$ cat src/rtl/lm_seq_pkg.sv
package lm_seq_pkg;

  typedef enum logic [1:0] {
    ST_IDLE,
    ST_ACCESS,
    ST_WRBACK,
    ST_FINISH
  } lmState_t;

  // strobes from control to datapath
  typedef struct packed {
    logic capture;   // latch start operands
    logic advance;   // accepted read: retire lowest pending bit
    logic writeBack; // drive base update onto the register port
  } lmStrobes_t;

endpackage

$ cat src/rtl/lm_seq_ctrl.sv
module lm_seq_ctrl
  import lm_seq_pkg::*;
(
  input  logic       clk,
  input  logic       rstN,
  input  logic       startValid,
  input  logic       startFault,
  input  logic       lastBit,
  input  logic       baseInList,
  input  logic       memRdValid,
  output lmStrobes_t strb,
  output logic       memReq,
  output logic       busy,
  output logic       done
);

  lmState_t state, stateNext;

  always_ff @(posedge clk or negedge rstN) begin
    if (!rstN) state <= ST_IDLE;
    else       state <= stateNext;
  end

  always_comb begin
    stateNext      = state;
    strb           = '0;
    memReq         = 1'b0;
    done           = 1'b0;
    case (state)
      ST_IDLE: begin
        if (startValid) begin
          strb.capture = 1'b1;
          stateNext    = startFault ? ST_FINISH : ST_ACCESS;
        end
      end
      ST_ACCESS: begin
        memReq = 1'b1;
        if (memRdValid) begin
          strb.advance = 1'b1;
          if (lastBit) stateNext = baseInList ? ST_FINISH : ST_WRBACK;
        end
      end
      ST_WRBACK: begin
        strb.writeBack = 1'b1;
        stateNext      = ST_FINISH;
      end
      ST_FINISH: begin
        done      = 1'b1;
        stateNext = ST_IDLE;
      end
      default: stateNext = ST_IDLE;
    endcase
  end

  assign busy = (state != ST_IDLE);

endmodule

$ cat src/rtl/lm_seq_dpath.sv
module lm_seq_dpath
  import lm_seq_pkg::*;
#(
  parameter int ADDR_W = 32,
  parameter int DATA_W = 32,
  parameter int NREG   = 8,
  localparam int RIDX_W = $clog2(NREG),
  localparam int CNT_W  = $clog2(NREG + 1)
) (
  input  logic              clk,
  input  logic              rstN,
  input  lmStrobes_t        strb,
  input  logic [ADDR_W-1:0] baseAddr,
  input  logic [NREG-1:0]   regList,
  input  logic [RIDX_W-1:0] baseReg,
  input  logic              alignCheck,
  input  logic [DATA_W-1:0] memRdData,
  output logic              startFault,
  output logic              lastBit,
  output logic              baseInList,
  output logic [ADDR_W-1:0] memAddr,
  output logic [RIDX_W-1:0] rfWrIdx,
  output logic [DATA_W-1:0] rfWrData,
  output logic              emptyFlag,
  output logic              alignFlag
);

  logic [ADDR_W-1:0] addrReg;
  logic [ADDR_W-1:0] wbValue;
  logic [NREG-1:0]   pending;
  logic [RIDX_W-1:0] baseIdx;
  logic [CNT_W-1:0]  selCount;
  logic [RIDX_W-1:0] curIdx;
  logic [NREG-1:0]   lowBit;
  logic              listEmpty;
  logic              misaligned;

  // number of selected registers in the incoming mask
  always_comb begin
    selCount = '0;
    for (int i = 0; i < NREG; i++) selCount = selCount + CNT_W'(regList[i]);
  end

  // lowest pending register index
  always_comb begin
    curIdx = '0;
    for (int i = NREG - 1; i >= 0; i--) begin
      if (pending[i]) curIdx = RIDX_W'(i);
    end
  end

  assign lowBit     = pending & (~pending + NREG'(1));
  assign lastBit    = ((pending & (pending - NREG'(1))) == '0);
  assign listEmpty  = (regList == '0);
  assign misaligned = alignCheck && (baseAddr[1:0] != 2'b00);
  assign startFault = listEmpty || misaligned;

  always_ff @(posedge clk or negedge rstN) begin
    if (!rstN) begin
      addrReg    <= '0;
      wbValue    <= '0;
      pending    <= '0;
      baseIdx    <= '0;
      baseInList <= 1'b0;
      emptyFlag  <= 1'b0;
      alignFlag  <= 1'b0;
    end else if (strb.capture) begin
      addrReg    <= baseAddr;
      wbValue    <= baseAddr + (ADDR_W'(selCount) << 2);
      pending    <= regList;
      baseIdx    <= baseReg;
      baseInList <= regList[baseReg];
      emptyFlag  <= listEmpty;
      alignFlag  <= misaligned;
    end else if (strb.advance) begin
      addrReg <= addrReg + ADDR_W'(4);
      pending <= pending & ~lowBit;
    end
  end

  assign memAddr  = {addrReg[ADDR_W-1:2], 2'b00};
  assign rfWrIdx  = strb.writeBack ? baseIdx : curIdx;
  assign rfWrData = strb.writeBack ? DATA_W'(wbValue) : memRdData;

endmodule

$ cat src/rtl/lm_sequencer.sv
module lm_sequencer
  import lm_seq_pkg::*;
#(
  parameter int ADDR_W = 32,
  parameter int DATA_W = 32,
  parameter int NREG   = 8,
  localparam int RIDX_W = $clog2(NREG)
) (
  input  logic              clk,
  input  logic              rstN,
  input  logic              startValid,
  input  logic [ADDR_W-1:0] baseAddr,
  input  logic [NREG-1:0]   regList,
  input  logic [RIDX_W-1:0] baseReg,
  input  logic              alignCheck,
  output logic              busy,
  output logic              memReq,
  output logic [ADDR_W-1:0] memAddr,
  input  logic              memRdValid,
  input  logic [DATA_W-1:0] memRdData,
  output logic              rfWrEn,
  output logic [RIDX_W-1:0] rfWrIdx,
  output logic [DATA_W-1:0] rfWrData,
  output logic              done,
  output logic              emptyFault,
  output logic              alignFault
);

  lmStrobes_t strb;
  logic startFault, lastBit, baseInList, emptyFlag, alignFlag;

  lm_seq_ctrl u_ctrl (
    .clk        (clk),
    .rstN       (rstN),
    .startValid (startValid),
    .startFault (startFault),
    .lastBit    (lastBit),
    .baseInList (baseInList),
    .memRdValid (memRdValid),
    .strb       (strb),
    .memReq     (memReq),
    .busy       (busy),
    .done       (done)
  );

  lm_seq_dpath #(
    .ADDR_W (ADDR_W),
    .DATA_W (DATA_W),
    .NREG   (NREG)
  ) u_dpath (
    .clk        (clk),
    .rstN       (rstN),
    .strb       (strb),
    .baseAddr   (baseAddr),
    .regList    (regList),
    .baseReg    (baseReg),
    .alignCheck (alignCheck),
    .memRdData  (memRdData),
    .startFault (startFault),
    .lastBit    (lastBit),
    .baseInList (baseInList),
    .memAddr    (memAddr),
    .rfWrIdx    (rfWrIdx),
    .rfWrData   (rfWrData),
    .emptyFlag  (emptyFlag),
    .alignFlag  (alignFlag)
  );

  assign rfWrEn     = strb.advance | strb.writeBack;
  assign emptyFault = done & emptyFlag;
  assign alignFault = done & alignFlag;

endmodule

$ cat config.mk
export PLATFORM = sky130hd
export DESIGN_NAME = lm_sequencer
export DESIGN_NICKNAME = d
export VERILOG_FILES = /design/src/rtl/lm_seq_pkg.sv /design/src/rtl/lm_seq_ctrl.sv /design/src/rtl/lm_seq_dpath.sv /design/src/rtl/lm_sequencer.sv
export SDC_FILE = /design/constraint.sdc
export NUM_CORES = 1
export LEC_CHECK = 0
export BUFFER_PORTS_ARGS = -buffer_cell sky130_fd_sc_hd__buf_2
export CORE_AREA = 3 3 125 127
export CTS_BUF_LIST = sky130_fd_sc_hd__clkbuf_16
export DETAILED_ROUTE_END_ITERATION = 10
export DIE_AREA = 0 0 128 130
export GPL_TIMING_DRIVEN = 1
export PLACE_DENSITY = 0.64
export SYNTH_ARGS = -nofsm -noshare
export SYNTH_HDL_FRONTEND = slang
export SYNTH_SLANG_ARGS = --single-unit
$ cat constraint.sdc
create_clock -name clk -period 2.7 [get_ports clk]
set_input_delay 0.135 -clock clk [delete_from_list [all_inputs] [get_ports clk]]
set_output_delay 0.135 -clock clk [all_outputs]
set_load 0.01 [all_outputs]
==> impl.org <==
** Power and ir drop
- The share of total power dissipated in sequential elements is 0.354.
- Internal power summed over all cells :: a little under 4 mW
- Of the total power, the share spent switching nets is 0.403.
- Post-route total power :: 6.49 mW
- The analysis attributes to net switching a power of between 2 and 3 mW.
- Worst VDD drop :: a little over 0.0004 V
- Part of the total power dissipated in combinational logic :: 0.448
- Share of power burned in the clock network :: 0.198
- In this run the static leakage power is 3.08 nW.
- In this run the power density over the cells is just under 1000 nW/um^2.

** STA
- Max frequency :: between 200 and 300 MHz
- Dividing the final minimum period by the clock period gives 1.28.
- Sum of negative setup slack :: -18,900 ps
- Unrepaired setup endpoints after global routing :: true
- The routed design could run at a clock period as short as between 3000 and 4000 ps.
- Slew Viols, Final :: 0
- Final count of negative-setup-slack endpoints :: 29
- The clock arrives with between 4 and 5 ps of skew.
- The number of failing hold endpoints at the final stage was 24.
- Slew of the pin with the lowest slew margin :: between 1000 and 1500 ps
- After layout, the worst setup slack is -744 ps.
- Final hold analysis gives a worst-case slack of -20.7 ps.
- Worst slew slack as a fraction of its limit :: 0.310

** Logic synthesis
- Sequential-to-total area share from yosys stat :: 0.384
- The cell area that synthesis handed to floorplanning was just over 5000 um^2.
- Largest area contributor in the synthesized netlist :: sky130_fd_sc_hd__dfrtp_1
- By area the synthesized netlist is led by sky130_fd_sc_hd__dfrtp_1 38%, sky130_fd_sc_hd__nand2_1 7.4%, sky130_fd_sc_hd__mux2_2 7.1%.
- Synthesis produced a netlist whose cell count is roughly 570.
- Per-instance average area after synthesis :: ~9 um^2
- Main flop type after synthesis :: sky130_fd_sc_hd__dfrtp_1
- Count of different cell masters after synthesis :: between 50 and 60
- Warnings, synthesis :: 0
- Of the post-synthesis cell area, the dominant cell type holds 0.384.
- Number of storage elements in the synthesis netlist :: just under 80
- Post-synth ARST share :: 1.00
- Number of enable flip-flop cells after synthesis :: 0

** Placed design
- Prior to clock tree synthesis, the placed netlist has a worst setup slack of -1230 ps.
- DP Wirelength :: 11.1 mm
- The congestion estimate from routability-driven global placement came to between 0.8 and 0.9.
- Count of buffers from port buffering :: 150
- Including well taps, the total number of placed cells is just under 900.

** Die
- Floorplan row count :: between 40 and 50
- The floorplan step defined a die boundary enclosing roughly 17,000 um^2.
- around 150 I/O pins were placed.
- The initial utilization of the core area, before any placement, comes to 0.349.
- Die boundary height :: approximately 130 um
- Die span in x :: about 130 um
- After floorplanning, the core was sized to cover about 15,000 um^2.

** Global routing
- Total routing usage reported by global routing :: 0.180
- Global routing finished with a remaining overflow of 0.
- Antenna violations before repair :: 0
- The via count of the first global-routing pass is 4,474.
- First-pass GRT wire length :: 23.5 mm
- Largest net degree at the start of global routing :: between 70 and 80

** Layout
- Register cell area after layout :: ~2000 um^2
- After the last flow step, the layout net total stands at slightly above 800.
- Area of the multi-input gates :: roughly 3100 um^2
- Finished Layout Cells :: approximately 900
- Area growth from synthesis to layout :: 32.5%
- In the final layout, the share of cells above drive strength 1 is 0.362.
- Counting the fill cells in the layout gives between 1,000 and 1,500.
- At the end of the flow the core is filled with cells to 0.463.

** Worst setup path
- Count of buffer and inverter cells on the critical path :: 5
- The most numerous cell type found on the critical path is sky130_fd_sc_hd__fa_2.
- Data required, critical path :: just under 3000 ps
- Among all stages on the critical path, the largest delay is contributed by sky130_fd_sc_hd__fa_2.
- CP max stage delay :: roughly 530 ps
- Critical path peak fanout :: 12
- On the critical path the largest part of the delay comes from adder cells.
- Setup crit end kind :: flop
- Worst reg-to-reg setup slack :: between 400 and 500 ps
- Startpoint class of the critical path :: input pin
- Data on the critical path arrives at its endpoint at between 3000 and 4000 ps.
- The critical path goes through buf_12 > inv_12 > ha_4 > inv_2 > fa_1 > fa_1 > fa_2 > fa_2 > inv_2 > fa_2 > a21o_1 > o21ai_2 > buf_12 > nor2_1 > xnor2_1 > o21ai_1.
- Critical path class :: input pin to flop

** Status
- Violated checks :: negative hold slack, negative setup slack
- Run status :: finished, violations left

** Routing
- DRT Wirelength :: around 15 mm
- The count of nets left with antenna violations once routing finished came out at 0.
- Detail-routed via count per cell :: between 4 and 5
- Dividing the detail-routed wire length by the instance count gives ~16 um.
- Violation count after the first detailed-routing iteration :: around 230
- The detailed router placed 4,557 vias in this run.
- Number of iterations in the first detailed-routing pass :: 4
- For this run, design rule violations remaining after detail routing come to 0.

** Job
- Across the run, the number of max-cap violations was 0.

** Clock tree
- TritonCTS clock tree :: yes
- The later pin in the worst-skew pair is clocked with a latency of 340 ps.
- The clock passes through at most 2 buffers.
- The root buffer cell chosen for the clock tree is sky130_fd_sc_hd__clkbuf_16.
- Counting the buffers created by CTS gives 9.
- H-tree Lvls :: 3
- For this design, the sink count on the clock tree is 78.
- Clk slew on worst S/H paths :: approximately 60 ps

** Min path
- Path type of the worst min-delay path :: input pin to asynchronous set/reset pin
==> cell families after synthesis <==
family	Yosys count	synth area share
AND/OR/NAND/NOR	220	0.219
AO/OA/AOI/OAI	103	0.120
flip-flops	78	0.384
buffers and inverters	55	0.0426
XOR/XNOR	54	0.0931
multiplexers	37	0.0858
adder cells (fa/ha/maj)	19	0.0542
other	1	0.000739
==> worst paths after layout <==
check / startpoint / end / cells past startpoint
min in group clk: baseReg[2] / u_dpath.baseIdx[2] / 3
setup reg to reg: u_dpath.pending[0] / u_ctrl.state[1] / 5
setup / recovery: regList[1] / u_dpath.wbValue[16] / 16
hold reg to reg: u_dpath.wbValue[19] / u_dpath.wbValue[19] / 2
max in group asynchronous: rstN / u_dpath.wbValue[22] / 1
hold / removal: rstN / u_dpath.addrReg[2] / 1
==> power by group through the flow <==
stage                     logic, mW  registers, mW  clock network [mW]
final                          2.91           2.29                1.28
after global routing           3.27           2.39                1.35
after CTS                      2.92           2.30                1.30
after detailed placement       2.83           2.31                   0
after global placement         2.78           2.31                   0
after floorplan                1.81           2.21                   0
==> through the flow <==
stage | hold WS (ps) | instance area [um^2]
2_1_floorplan | -161 | 5180
5_1_grt | 38.2 | 6730
4_1_cts | 19.1 | 6650
6_report | -20.7 | 6730
3_5_place_dp | 354 | 6220
3_3_place_gp | 341 | 6220
==> per-layer routing <==
layer	routed length, um	track usage
met2	6930	0.279
met4	250	0.0643
met3	723	0.0315
met5	0	0
met1	6860	0.254
==> layout by cell type, fill, tap and decap left out, drive strengths merged, types with 3 or more instances in the layout <==
master	n
a21oi	5
nand2	102
or4	5
xnor2	36
clkinv	3
nand3	26
a31oi	4
inv	28
nor3	14
or3	4
dfrtp	78
buf	179
nor4b	3
clkbuf	9
o21ai	72
nand4	10
ha	14
fa	5
mux2	32
mux2i	3
xor2	18
nor3b	3
o211ai	4
and4	7
nor2	19
nor4	12
and3	8
o31ai	5
and2	4
==> sequential cells by signal, summed over array words and instances, names as in the netlist <==
| register | cells |
|---|---|
| u_dpath.wbValue | 32 |
| u_dpath.addrReg | 30 |
| u_dpath.pending | 8 |
| u_dpath.baseIdx | 3 |
| u_ctrl.state | 2 |
| u_dpath.alignFlag | 1 |
| u_dpath.baseInList | 1 |
| u_dpath.emptyFlag | 1 |
==> layout make-up <==
cell class,count,area share
clock buffer,9,0.0335
multi-input combinational,435,0.458
clock inverter,7,0.0121
sequential,78,0.290
tap,184,0.0342
timing repair buffer,180,0.155
antenna,1,0.000372
inverter,26,0.0171
==> cells in the mapped netlist, types with 3 or more instances <==
cell type                  number
sky130_fd_sc_hd__nand2_1      100
sky130_fd_sc_hd__dfrtp_1       78
sky130_fd_sc_hd__o21ai_0       70
sky130_fd_sc_hd__xnor2_1       36
sky130_fd_sc_hd__mux2_2        32
sky130_fd_sc_hd__inv_1         26
sky130_fd_sc_hd__clkbuf_1      25
sky130_fd_sc_hd__nand3_1       24
sky130_fd_sc_hd__nor2_1        19
sky130_fd_sc_hd__xor2_1        18
sky130_fd_sc_hd__ha_1          14
sky130_fd_sc_hd__nor3_1        14
sky130_fd_sc_hd__nand4_1       10
sky130_fd_sc_hd__nor4_1        10
sky130_fd_sc_hd__and3_1         8
sky130_fd_sc_hd__and4_1         7
sky130_fd_sc_hd__fa_1           5
sky130_fd_sc_hd__o31ai_1        5
sky130_fd_sc_hd__a21oi_1        4
sky130_fd_sc_hd__a31oi_1        4
sky130_fd_sc_hd__and2_1         4
sky130_fd_sc_hd__o211ai_1       4
sky130_fd_sc_hd__or3_1          4
sky130_fd_sc_hd__or4_1          4
sky130_fd_sc_hd__mux2i_1        3
sky130_fd_sc_hd__nor4b_1        3
==> worst register-to-register path: stages, from the launching register on <==
cell and delay [ps]:
sky130_fd_sc_hd__dfrtp_1 470, sky130_fd_sc_hd__or4_1 720, sky130_fd_sc_hd__a2111oi_1 410, sky130_fd_sc_hd__o31ai_1 190, sky130_fd_sc_hd__a21oi_2 180, sky130_fd_sc_hd__mux2i_1 180
==> timing repair <==
| item | 4_1_cts | 5_1_grt |
|---|---|---|
| hold buffers | 1 | 0 |
| gates resized for setup | 21 | 21 |
| setup endpoints to repair | 29 | 29 |
| pin swaps | 5 | 2 |
| buffers inserted | 4 | 2 |
| cloned | 1 | 0 |
| hold endpoints to repair | 1 | 0 |
Note: power is estimated with default switching activity, not from simulation.
